## config.mk

```make
export PLATFORM = sky130hd
export DESIGN_NAME = dma_chan_regs
export DESIGN_NICKNAME = d
export VERILOG_FILES = /design/src/rtl/dma_regs_pkg.sv /design/src/rtl/dma_reg_decode.sv /design/src/rtl/dma_ch_count.sv /design/src/rtl/dma_chan_regs.sv
export SDC_FILE = /design/constraint.sdc
export NUM_CORES = 1
export LEC_CHECK = 0
export BUFFER_PORTS_ARGS = -buffer_cell sky130_fd_sc_hd__buf_2
export CAP_MARGIN = 20
export CORE_MARGIN = 2
export CORE_UTILIZATION = 45
export CTS_CLUSTER_DIAMETER = 60
export DETAILED_ROUTE_END_ITERATION = 7
export PLACE_DENSITY = 0.66
export SLEW_MARGIN = 10
export SYNTH_ARGS = -nofsm -noshare
export SYNTH_HDL_FRONTEND = slang
export SYNTH_HIERARCHICAL = 1
export SYNTH_SLANG_ARGS = --single-unit
```

## constraint.sdc

```tcl
create_clock -name clk -period 6.7 [get_ports clk]
set_clock_uncertainty 0.2 [all_clocks]
set_input_delay 1.34 -clock clk [delete_from_list [all_inputs] [get_ports clk]]
set_output_delay 1.34 -clock clk [all_outputs]
set_load 0.01 [all_outputs]
```

## src/rtl/dma_regs_pkg.sv

```systemverilog
package dma_regs_pkg;

    typedef enum logic [1:0] {
        CH_IDLE,
        CH_RUN,
        CH_HALT
    } ch_state_t;

    typedef enum logic [1:0] {
        RK_NONE,
        RK_COUNT,
        RK_PADDR,
        RK_MADDR
    } reg_kind_t;

    localparam int unsigned WIN_BASE   = 8;
    localparam int unsigned WIN_STRIDE = 20;
    localparam int unsigned OFS_COUNT  = 4;
    localparam int unsigned OFS_PADDR  = 8;
    localparam int unsigned OFS_MADDR  = 12;

endpackage

```

## src/rtl/dma_reg_decode.sv

```systemverilog
module dma_reg_decode
    import dma_regs_pkg::*;
#(
    parameter int unsigned NCH = 5,
    parameter int unsigned AW  = 8,
    localparam int unsigned CW = (NCH > 1) ? $clog2(NCH) : 1
) (
    input  logic [AW-1:0] addr,
    output logic          hit,
    output logic [CW-1:0] hit_ch,
    output reg_kind_t     kind
);

    always_comb begin
        hit    = 1'b0;
        hit_ch = '0;
        kind   = RK_NONE;
        for (int c = 0; c < NCH; c++) begin
            if (int'(addr) == int'(WIN_BASE + WIN_STRIDE * c + OFS_COUNT)) begin
                hit = 1'b1; hit_ch = CW'(c); kind = RK_COUNT;
            end
            if (int'(addr) == int'(WIN_BASE + WIN_STRIDE * c + OFS_PADDR)) begin
                hit = 1'b1; hit_ch = CW'(c); kind = RK_PADDR;
            end
            if (int'(addr) == int'(WIN_BASE + WIN_STRIDE * c + OFS_MADDR)) begin
                hit = 1'b1; hit_ch = CW'(c); kind = RK_MADDR;
            end
        end
    end

endmodule

```

## src/rtl/dma_ch_count.sv

```systemverilog
module dma_ch_count
    import dma_regs_pkg::*;
#(
    parameter int unsigned CNT_W = 16
) (
    input  logic             clk,
    input  logic             rst_n,
    input  logic             en,
    input  logic             circ,
    input  logic [CNT_W-1:0] prog,
    input  logic             cnt_wr,
    input  logic [CNT_W-1:0] cnt_wval,
    input  logic             done_in,
    output logic [CNT_W-1:0] work,
    output logic             ok,
    output logic             cmpl
);

    localparam logic [CNT_W-1:0] ONE = CNT_W'(1);

    ch_state_t state_q, state_d;
    logic      last_xfer;

    assign last_xfer = (state_q == CH_RUN) && en && done_in && (work == ONE);

    always_comb begin
        state_d = state_q;
        unique case (state_q)
            CH_IDLE: if (en) state_d = (prog != '0) ? CH_RUN : CH_HALT;
            CH_RUN: begin
                if (!en)                   state_d = CH_IDLE;
                else if (last_xfer && !circ) state_d = CH_HALT;
            end
            CH_HALT: if (!en) state_d = CH_IDLE;
            default: state_d = CH_IDLE;
        endcase
    end

    always_ff @(posedge clk or negedge rst_n) begin
        if (!rst_n) state_q <= CH_IDLE;
        else        state_q <= state_d;
    end

    always_ff @(posedge clk or negedge rst_n) begin
        if (!rst_n) begin
            work <= '0;
            cmpl <= 1'b0;
        end else begin
            cmpl <= last_xfer;
            if (cnt_wr) begin
                work <= cnt_wval;
            end else begin
                unique case (state_q)
                    CH_IDLE: if (en) work <= prog;
                    CH_RUN: begin
                        if (en && done_in)
                            work <= (last_xfer && circ) ? prog : work - ONE;
                    end
                    default: ;
                endcase
            end
        end
    end

    assign ok = (state_q == CH_RUN);

endmodule

```

## src/rtl/dma_chan_regs.sv

```systemverilog
module dma_chan_regs
    import dma_regs_pkg::*;
#(
    parameter int unsigned NCH   = 5,
    parameter int unsigned AW    = 8,
    parameter int unsigned DW    = 32,
    parameter int unsigned CNT_W = 16
) (
    input  logic              clk,
    input  logic              rst_n,
    input  logic              bus_we,
    input  logic [AW-1:0]     bus_addr,
    input  logic [DW-1:0]     bus_wdata,
    output logic [DW-1:0]     bus_rdata,
    input  logic [NCH-1:0]    ch_en,
    input  logic [NCH-1:0]    ch_circ,
    input  logic [2*NCH-1:0]  ch_pwidth,
    input  logic [NCH-1:0]    xfer_done,
    output logic [NCH-1:0]    xfer_ok,
    output logic [NCH-1:0]    xfer_cmpl,
    output logic [NCH*DW-1:0] periph_addr,
    output logic [NCH*DW-1:0] mem_addr
);

    localparam int unsigned CW = (NCH > 1) ? $clog2(NCH) : 1;

    logic          hit;
    logic [CW-1:0] hit_ch;
    reg_kind_t     kind;

    logic [DW-1:0]    paddr_q [NCH];
    logic [DW-1:0]    maddr_q [NCH];
    logic [CNT_W-1:0] prog_q  [NCH];
    logic [CNT_W-1:0] work_a  [NCH];

    logic [NCH*CNT_W-1:0] work_all;
    logic [NCH*DW-1:0]    paddr_all;

    dma_reg_decode #(.NCH(NCH), .AW(AW)) u_dec (
        .addr   (bus_addr),
        .hit    (hit),
        .hit_ch (hit_ch),
        .kind   (kind)
    );

    for (genvar c = 0; c < NCH; c++) begin : g_ch
        logic       sel;
        logic       wr_cnt;
        logic [1:0] pw;

        assign sel    = bus_we && hit && (hit_ch == CW'(c)) && !ch_en[c];
        assign wr_cnt = sel && (kind == RK_COUNT);
        assign pw     = ch_pwidth[2*c +: 2];

        always_ff @(posedge clk or negedge rst_n) begin
            if (!rst_n) begin
                paddr_q[c] <= '0;
                maddr_q[c] <= '0;
                prog_q[c]  <= '0;
            end else if (sel) begin
                if (kind == RK_PADDR) paddr_q[c] <= bus_wdata;
                if (kind == RK_MADDR) maddr_q[c] <= bus_wdata;
                if (kind == RK_COUNT) prog_q[c]  <= bus_wdata[CNT_W-1:0];
            end
        end

        dma_ch_count #(.CNT_W(CNT_W)) u_cnt (
            .clk      (clk),
            .rst_n    (rst_n),
            .en       (ch_en[c]),
            .circ     (ch_circ[c]),
            .prog     (prog_q[c]),
            .cnt_wr   (wr_cnt),
            .cnt_wval (bus_wdata[CNT_W-1:0]),
            .done_in  (xfer_done[c]),
            .work     (work_a[c]),
            .ok       (xfer_ok[c]),
            .cmpl     (xfer_cmpl[c])
        );

        always_comb begin
            periph_addr[c*DW +: DW] = paddr_q[c];
            unique case (pw)
                2'b01:   periph_addr[c*DW]      = 1'b0;
                2'b10,
                2'b11:   periph_addr[c*DW +: 2] = 2'b00;
                default: ;
            endcase
        end

        assign mem_addr[c*DW +: DW]     = maddr_q[c];
        assign work_all[c*CNT_W +: CNT_W] = work_a[c];
        assign paddr_all[c*DW +: DW]    = paddr_q[c];
    end

    always_comb begin
        bus_rdata = '0;
        if (hit) begin
            unique case (kind)
                RK_COUNT: bus_rdata = DW'(work_a[hit_ch]);
                RK_PADDR: bus_rdata = paddr_q[hit_ch];
                RK_MADDR: bus_rdata = maddr_q[hit_ch];
                default:  bus_rdata = '0;
            endcase
        end
    end

endmodule

```

# Word-level counts from Yosys, hierarchy flattened
# Cells that the tools add are included.
totals:
  reg_bits: 495
  in_bits: 68
  out_inout_bits: 362
  wordCells: 339
op_classes:
  addsub: 5
  order_cmp: 1
  n_eq_ne: 77
  mux: 118
  n_bitwise: 1
  reduce_logical: 107
op_table:
  columns: ["op", "n"]
  rows:
  - ["$mux 16", 22]
  - ["$bmux 32 s3", 2]
  - ["$mux 32", 5]
  - ["$pmux 16 s2", 5]
  - ["$pmux 32 s3", 1]
  - ["$mux 2", 45]
  - ["$eq 16x1->1 const B", 5]
  - ["$reduce_bool 16->1", 5]
  - ["$sub 16x1->16 const B", 5]
  - ["$bmux 16 s3", 1]
  - ["$eq 8x7->1 const B", 6]
  - ["$eq 8x8->1 const B", 6]
  - ["$logic_and 1x1->1", 46]
  - ["$eq 2x2->1 const B", 17]
  - ["$ne 3x2->1 const B", 10]
  - ["$pmux 2 s3", 5]
  - ["$reduce_and 2->1", 15]
  - ["$reduce_and 3->1", 10]
  - ["$mux 1", 29]
  - ["$eq 2x1->1 const B", 11]
  - ["$ne 2x2->1 const B", 10]
  - ["$eq 8x6->1 const B", 2]
  - ["$ne 3x3->1 const B", 5]
  - ["$reduce_bool 3->1", 5]
  - ["12 further kinds", 36]

# Longest topological paths before layout
depth:
  depth_word: 22
  mapped_depth: 19
  ltp_nobuf: 13

# By module
# Netlist, hierarchy kept.
modules_own_cells:
  columns: ["mod", "n_inst", "cells_per_inst", "area_per_inst_um2", "seq_area_each_um2"]
  rows:
  - ["dma_chan_regs", 1, 1421, 19481.2, 10009.6]
  - ["dma_ch_count", 5, 160, 1405.1, 475.5]
  - ["dma_reg_decode", 1, 49, 341.6, 0.0]

# Worst setup path before layout
# Ideal clock, no wire load.
synth_path:
  path_type: "input to output"
  start: "input port bus_addr[3]"
  end: "output port bus_rdata[5]"
  t_arrival_ns: 3.517
  required_ns: 5.160
  path_slack_ns: 1.643
  cell_stages: 12
  cell_sequence: "buf_6 > and2_4 > nand2b_1 > a21o_1 > a21oi_1 > buf_4 > buf_2 > nand4b_1 > clkbuf_1 > o22ai_1 > a211oi_1 > a21oi_1"
synth_via:
  elab_chain_len: 19
  word_cells_on_any_way: 72
  cone_classes: "18 x eq/ne; 53 x mux; 1 x bitwise"
synth_rtl:
  columns: ["item", "line", "rtl"]
  rows:
  - ["from (decl)", "dma_chan_regs.sv:12", "input logic [AW-1:0] bus_addr,"]
  - ["$eq 8x7->1", "dma_reg_decode.sv:19", "if (int'(addr) == int'(WIN_BASE + WIN_STRIDE * c + OFS_COUNT)) begin"]
  - ["$mux 1", "dma_reg_decode.sv:19", null]
  - ["$mux 1", "dma_reg_decode.sv:22", "if (int'(addr) == int'(WIN_BASE + WIN_STRIDE * c + OFS_PADDR)) begin"]
  - ["$mux 1", "dma_reg_decode.sv:25", "if (int'(addr) == int'(WIN_BASE + WIN_STRIDE * c + OFS_MADDR)) begin"]
  - ["$mux 2", "dma_reg_decode.sv:19", null]
  - ["$mux 2", "dma_reg_decode.sv:22", null]
  - ["$mux 2", "dma_reg_decode.sv:25", null]
  - ["$mux 2", "dma_reg_decode.sv:19", null]
  - ["(+3 left out)", null, null]
  - ["$mux 3", "dma_reg_decode.sv:22", null]
  - ["$mux 3 *", "dma_reg_decode.sv:25", null]
  - ["named net hit_ch[0]", "dma_chan_regs.sv:28", "logic [CW-1:0] hit_ch;"]
  - ["$not 3->4 (implied by the code) *", "dma_chan_regs.sv:100, dma_chan_regs.sv:101, dma_chan_regs.sv:102", null]
  - ["$bmux 32 s3 (tied with other cells)", "dma_chan_regs.sv:102", "RK_MADDR: bus_rdata = maddr_q[hit_ch];"]
  - ["$mux 32 (implied by the code) (tied with other cells) (2 in series)", "dma_chan_regs.sv:102", null]
  - ["$pmux 32 s3 *", "dma_chan_regs.sv:99", "unique case (kind)"]
  - ["$mux 32 *", "dma_chan_regs.sv:98", "if (hit) begin"]
  - ["to (decl)", "dma_chan_regs.sv:14", "output logic [DW-1:0] bus_rdata,"]
# Mark *: on every way through the listed nets, which the timed path passes. The rest lies on a longest branch. The select of a mux whose other input is x is not followed.

# Worst setup path in the final report
layout_path:
  start: "input port bus_addr[1]"
  end: "output port bus_rdata[14]"
layout_via:
  elab_chain_len: 19
  word_cells_on_any_way: 72
  cone_classes: "18 x eq/ne; 53 x mux; 1 x bitwise"
layout_rtl:
  columns: ["item", "line", "rtl"]
  rows:
  - ["$eq 8x5->1", "dma_reg_decode.sv:19", null]
  - ["$mux 1", "dma_reg_decode.sv:19", null]
  - ["$mux 2", "dma_reg_decode.sv:22", null]
  - ["$mux 2", "dma_reg_decode.sv:25", null]
  - ["$mux 2", "dma_reg_decode.sv:19", null]
  - ["$mux 2", "dma_reg_decode.sv:22", null]
  - ["$mux 2", "dma_reg_decode.sv:25", null]
  - ["$mux 2", "dma_reg_decode.sv:19", null]
  - ["(+4 left out)", null, null]
  - ["$mux 2", "dma_reg_decode.sv:25", null]
  - ["$mux 2", "dma_reg_decode.sv:19", null]
  - ["$mux 2", "dma_reg_decode.sv:22", null]
  - ["$mux 2 *", "dma_reg_decode.sv:25", null]
  - ["named net kind[0]", "dma_chan_regs.sv:29", "reg_kind_t kind;"]
  - ["$eq 2x2->1 / $eq 2x1->1 (equally long branches)", "dma_chan_regs.sv:99", null]
  - ["$pmux 32 s3 *", "dma_chan_regs.sv:99", null]
  - ["$mux 32 *", "dma_chan_regs.sv:98", null]
# Marks and branches as above.

==> flow_summary.json <==
{
  "worst-path-buf-inv": 2,
  "end_kind": "output pin",
  "grt_usage_pct": 29.1,
  "fmax_mhz": 163,
  "io_pins": 430,
  "port-buffer-count": 429,
  "hold_slack_ns": 0.312,
  "synth_top_cell_area_share_pct": 46.1,
  "cts_tree": "done",
  "fin_crit_sh_pct": 91.4,
  "cts_buffer_depth": 3,
  "antenna_left": 0,
  "power_density_nw_per_um2": 224,
  "dp_hpwl_um": 63000,
  "first_pass_iters": 6,
  "overflow": 0,
  "syn_nets": 2348,
  "ir_worst_vdd_v": 0.000205,
  "drv_slew": 0,
  "cts_buffers": 55,
  "critPathArrivalTime_ns": 4.58,
  "met1Wirelength_um": 36700,
  "fin_crit_ns": 6.12,
  "ys_seq_area_share_pct": 46.1,
  "drive_gt1_share_pct": 36.9,
  "fp.dieH_um": 248,
  "netlist_area_um2": 26800,
  "rsz0062_at_grt": "false",
  "cpPeakStageDelay_ns": 0.78,
  "cts_setup_buffers": 0,
  "grt_max_degree": 174,
  "nFillCells": 5185,
  "cp_common_cell": "buf_2",
  "async_flop_share_pct": 100,
  "std_cell_rows": 89,
  "cpLargestDelayFamily": "simple AND/OR/NAND/NOR gates",
  "tns_ns": 0,
  "synth_top_area_cell": "dfrtp_1",
  "synth_ff_type": "dfrtp_1",
  "htreeDepth": 2,
  "drt_first_iter_violations": 2083,
  "clkLatencyLatePin_ns": 0.65,
  "post_cts_resized": 0,
  "wl_per_cell_um": 27.7,
  "synth-edff-count": 0,
  "ys_ff_latch": 495,
  "num_vias": 20600,
  "ys_warn_count": 6,
  "synth_common_cells": "dfrtp_1, mux2_2, buf_4, mux2_1, nand3_1",
  "path_clk_slew_ns": 0.06,
  "min_path_type": "flop to flop",
  "final_nets": 2564,
  "gp_congestion": 0.959,
  "top_layer_used": "met4",
  "cts.sink_count": 495,
  "hold_viol_final": 0,
  "critical_path_class": "input port to output pin",
  "p_leak_nw": 15.2,
  "antenna_found_initial": 7,
  "crit_slowest_cell": "or4b_1",
  "yosysMostFrequentCell": "dfrtp_1",
  "core_area_um2": 59000,
  "path_cells": "buf_2 -> or3_1 -> nor3_2 -> or4b_1 -> o22ai_1 -> a211oi_1 -> a21oi_1 -> buf_2",
  "postCtsHoldBufs": 0,
  "die_w_um": 248,
  "syn_inst": 2270,
  "start_kind": "input port",
  "grt_pass1_wl_um": 134000,
  "yosys-top-cells-area": "dfrtp_1, mux2_2, mux2_1",
  "dieArea_um2": 61600,
  "status": "finished clean",
  "vias_per_cell": 6.22,
  "routed_wl_um": 91500,
  "crit_required_ns": 5.16,
  "synth_area_per_cell_um2": 11.8,
  "crit_path_max_fanout": 16,
  "maxCapViolations": 0,
  "drc_errors": 0,
  "setup_viol": 0,
  "wl_met3_um": 7460,
  "synth_cell_types": 69,
  "relSlewSlack_pct": 28.4,
  "grt_pass1_vias": 20300,
  "area_delta_synth_final_pct": 13.0,
  "initial_utilization_pct": 45.5,
  "tightest_slew_ns": 1.07,
  "wl_met2_um": 43000,
  "cts_root_buffer": "clkbuf_16"
}
==> final cells by class <==
| type | count | area (µm²) | area share [%] |
|---|---|---|---|
| multi-input cells | 1419 | 12400 | 41.0 |
| clock inverters | 21 | 254 | 0.837 |
| inverters | 42 | 158 | 0.520 |
| repair buffers | 473 | 2550 | 8.41 |
| well taps | 773 | 967 | 3.19 |
| flip-flops and latches | 495 | 12400 | 40.8 |
| diodes | 4 | 10.0 | 0.0330 |
| clock buffers | 79 | 1580 | 5.20 |
==> path summary, 6_finish.rpt <==
path                       cells past startpoint                  start                    end  slack, ns
setup / recovery                               8            bus_addr[1]          bus_rdata[14]       0.58
hold / removal                                 1           mem_addr[84]           mem_addr[84]       0.31
setup reg to reg                               5  g_ch[3].u_cnt/work[4]  g_ch[3].u_cnt/work[1]       3.76
hold reg to reg                                1           mem_addr[84]           mem_addr[84]       0.31
max in group asynchronous                      2                  rst_n           mem_addr[47]       4.54
min in group asynchronous                      1                  rst_n          paddr_all[33]       0.43
==> logic make-up (layout without fill, tap and decap cells) <==
logic type               Yosys count  after routing  share of synthesized area (%)
AO/OA/AOI/OAI                    355            355                           9.26
XOR/XNOR                          55             55                           1.79
buffers and inverters            356            615                           7.71
other                              0              4                              0
multiplexers                     552            552                           24.3
adder cells (fa/ha/maj)           10             10                          0.466
AND/OR/NAND/NOR                  447            447                           10.4
flip-flops                       495            495                           46.1
==> flip-flops by register name, summed over array words and instances (netlist names) <==
signal and flops:
g_ch.u_cnt/cmpl 5, g_ch.u_cnt/state_q 10, g_ch.u_cnt/work 80, mem_addr 160
paddr_all 10, periph_addr 150, prog_q 80
==> per-stage QoR <==
stage / instance area, µm² / instances / setup slack [ns] / utilization, % / power, W
after floorplan: 26800 / 2270 / 1.64 / - / 0.00354
after global placement: 28500 / 3198 / 0.751 / 48.2 / 0.00377
after detailed placement: 28500 / 3200 / 0.654 / 48.3 / 0.00378
after CTS: 30300 / 3300 / 0.637 / 51.4 / 0.00685
after global routing: 30300 / 3304 / 0.530 / 51.4 / 0.00704
final: 30300 / 3306 / 0.578 / 51.4 / 0.00681
==> routing by layer <==
layer / vias to the layer above / track usage [%]
li1: 8730 / -
met1: 10600 / 38.4
met2: 1006 / 46.7
met3: 213 / 5.53
met4: 0 / 12.8
met5: - / 0
==> cells in the final DEF, fill, tap and decap left out, drive strengths merged, types with 12 or more instances in the layout <==
| master | count |
|---|---|
| dfrtp | 495 |
| xnor2 | 45 |
| a211oi | 16 |
| o22ai | 53 |
| nor4 | 51 |
| mux2i | 101 |
| and3 | 12 |
| buf | 471 |
| mux2 | 418 |
| nand3 | 141 |
| mux4 | 33 |
| a22oi | 82 |
| o2bb2ai | 16 |
| a21oi | 30 |
| a22o | 21 |
| nand2b | 13 |
| clkbuf | 81 |
| nand2 | 60 |
| inv | 50 |
| o31ai | 15 |
| nor3 | 27 |
| nor2 | 60 |
| nand4 | 15 |
| a31oi | 30 |
| o21ai | 51 |
==> report_power, final <==
| part | switching [W] | leakage [nW] | internal, W |
|---|---|---|---|
| sequential | 0.0000612 | 6.89 | 0.00302 |
| clock | 0.00133 | 0.882 | 0.00174 |
| combinational | 0.000422 | 7.45 | 0.000231 |
Power figures use the tool's default switching activity.
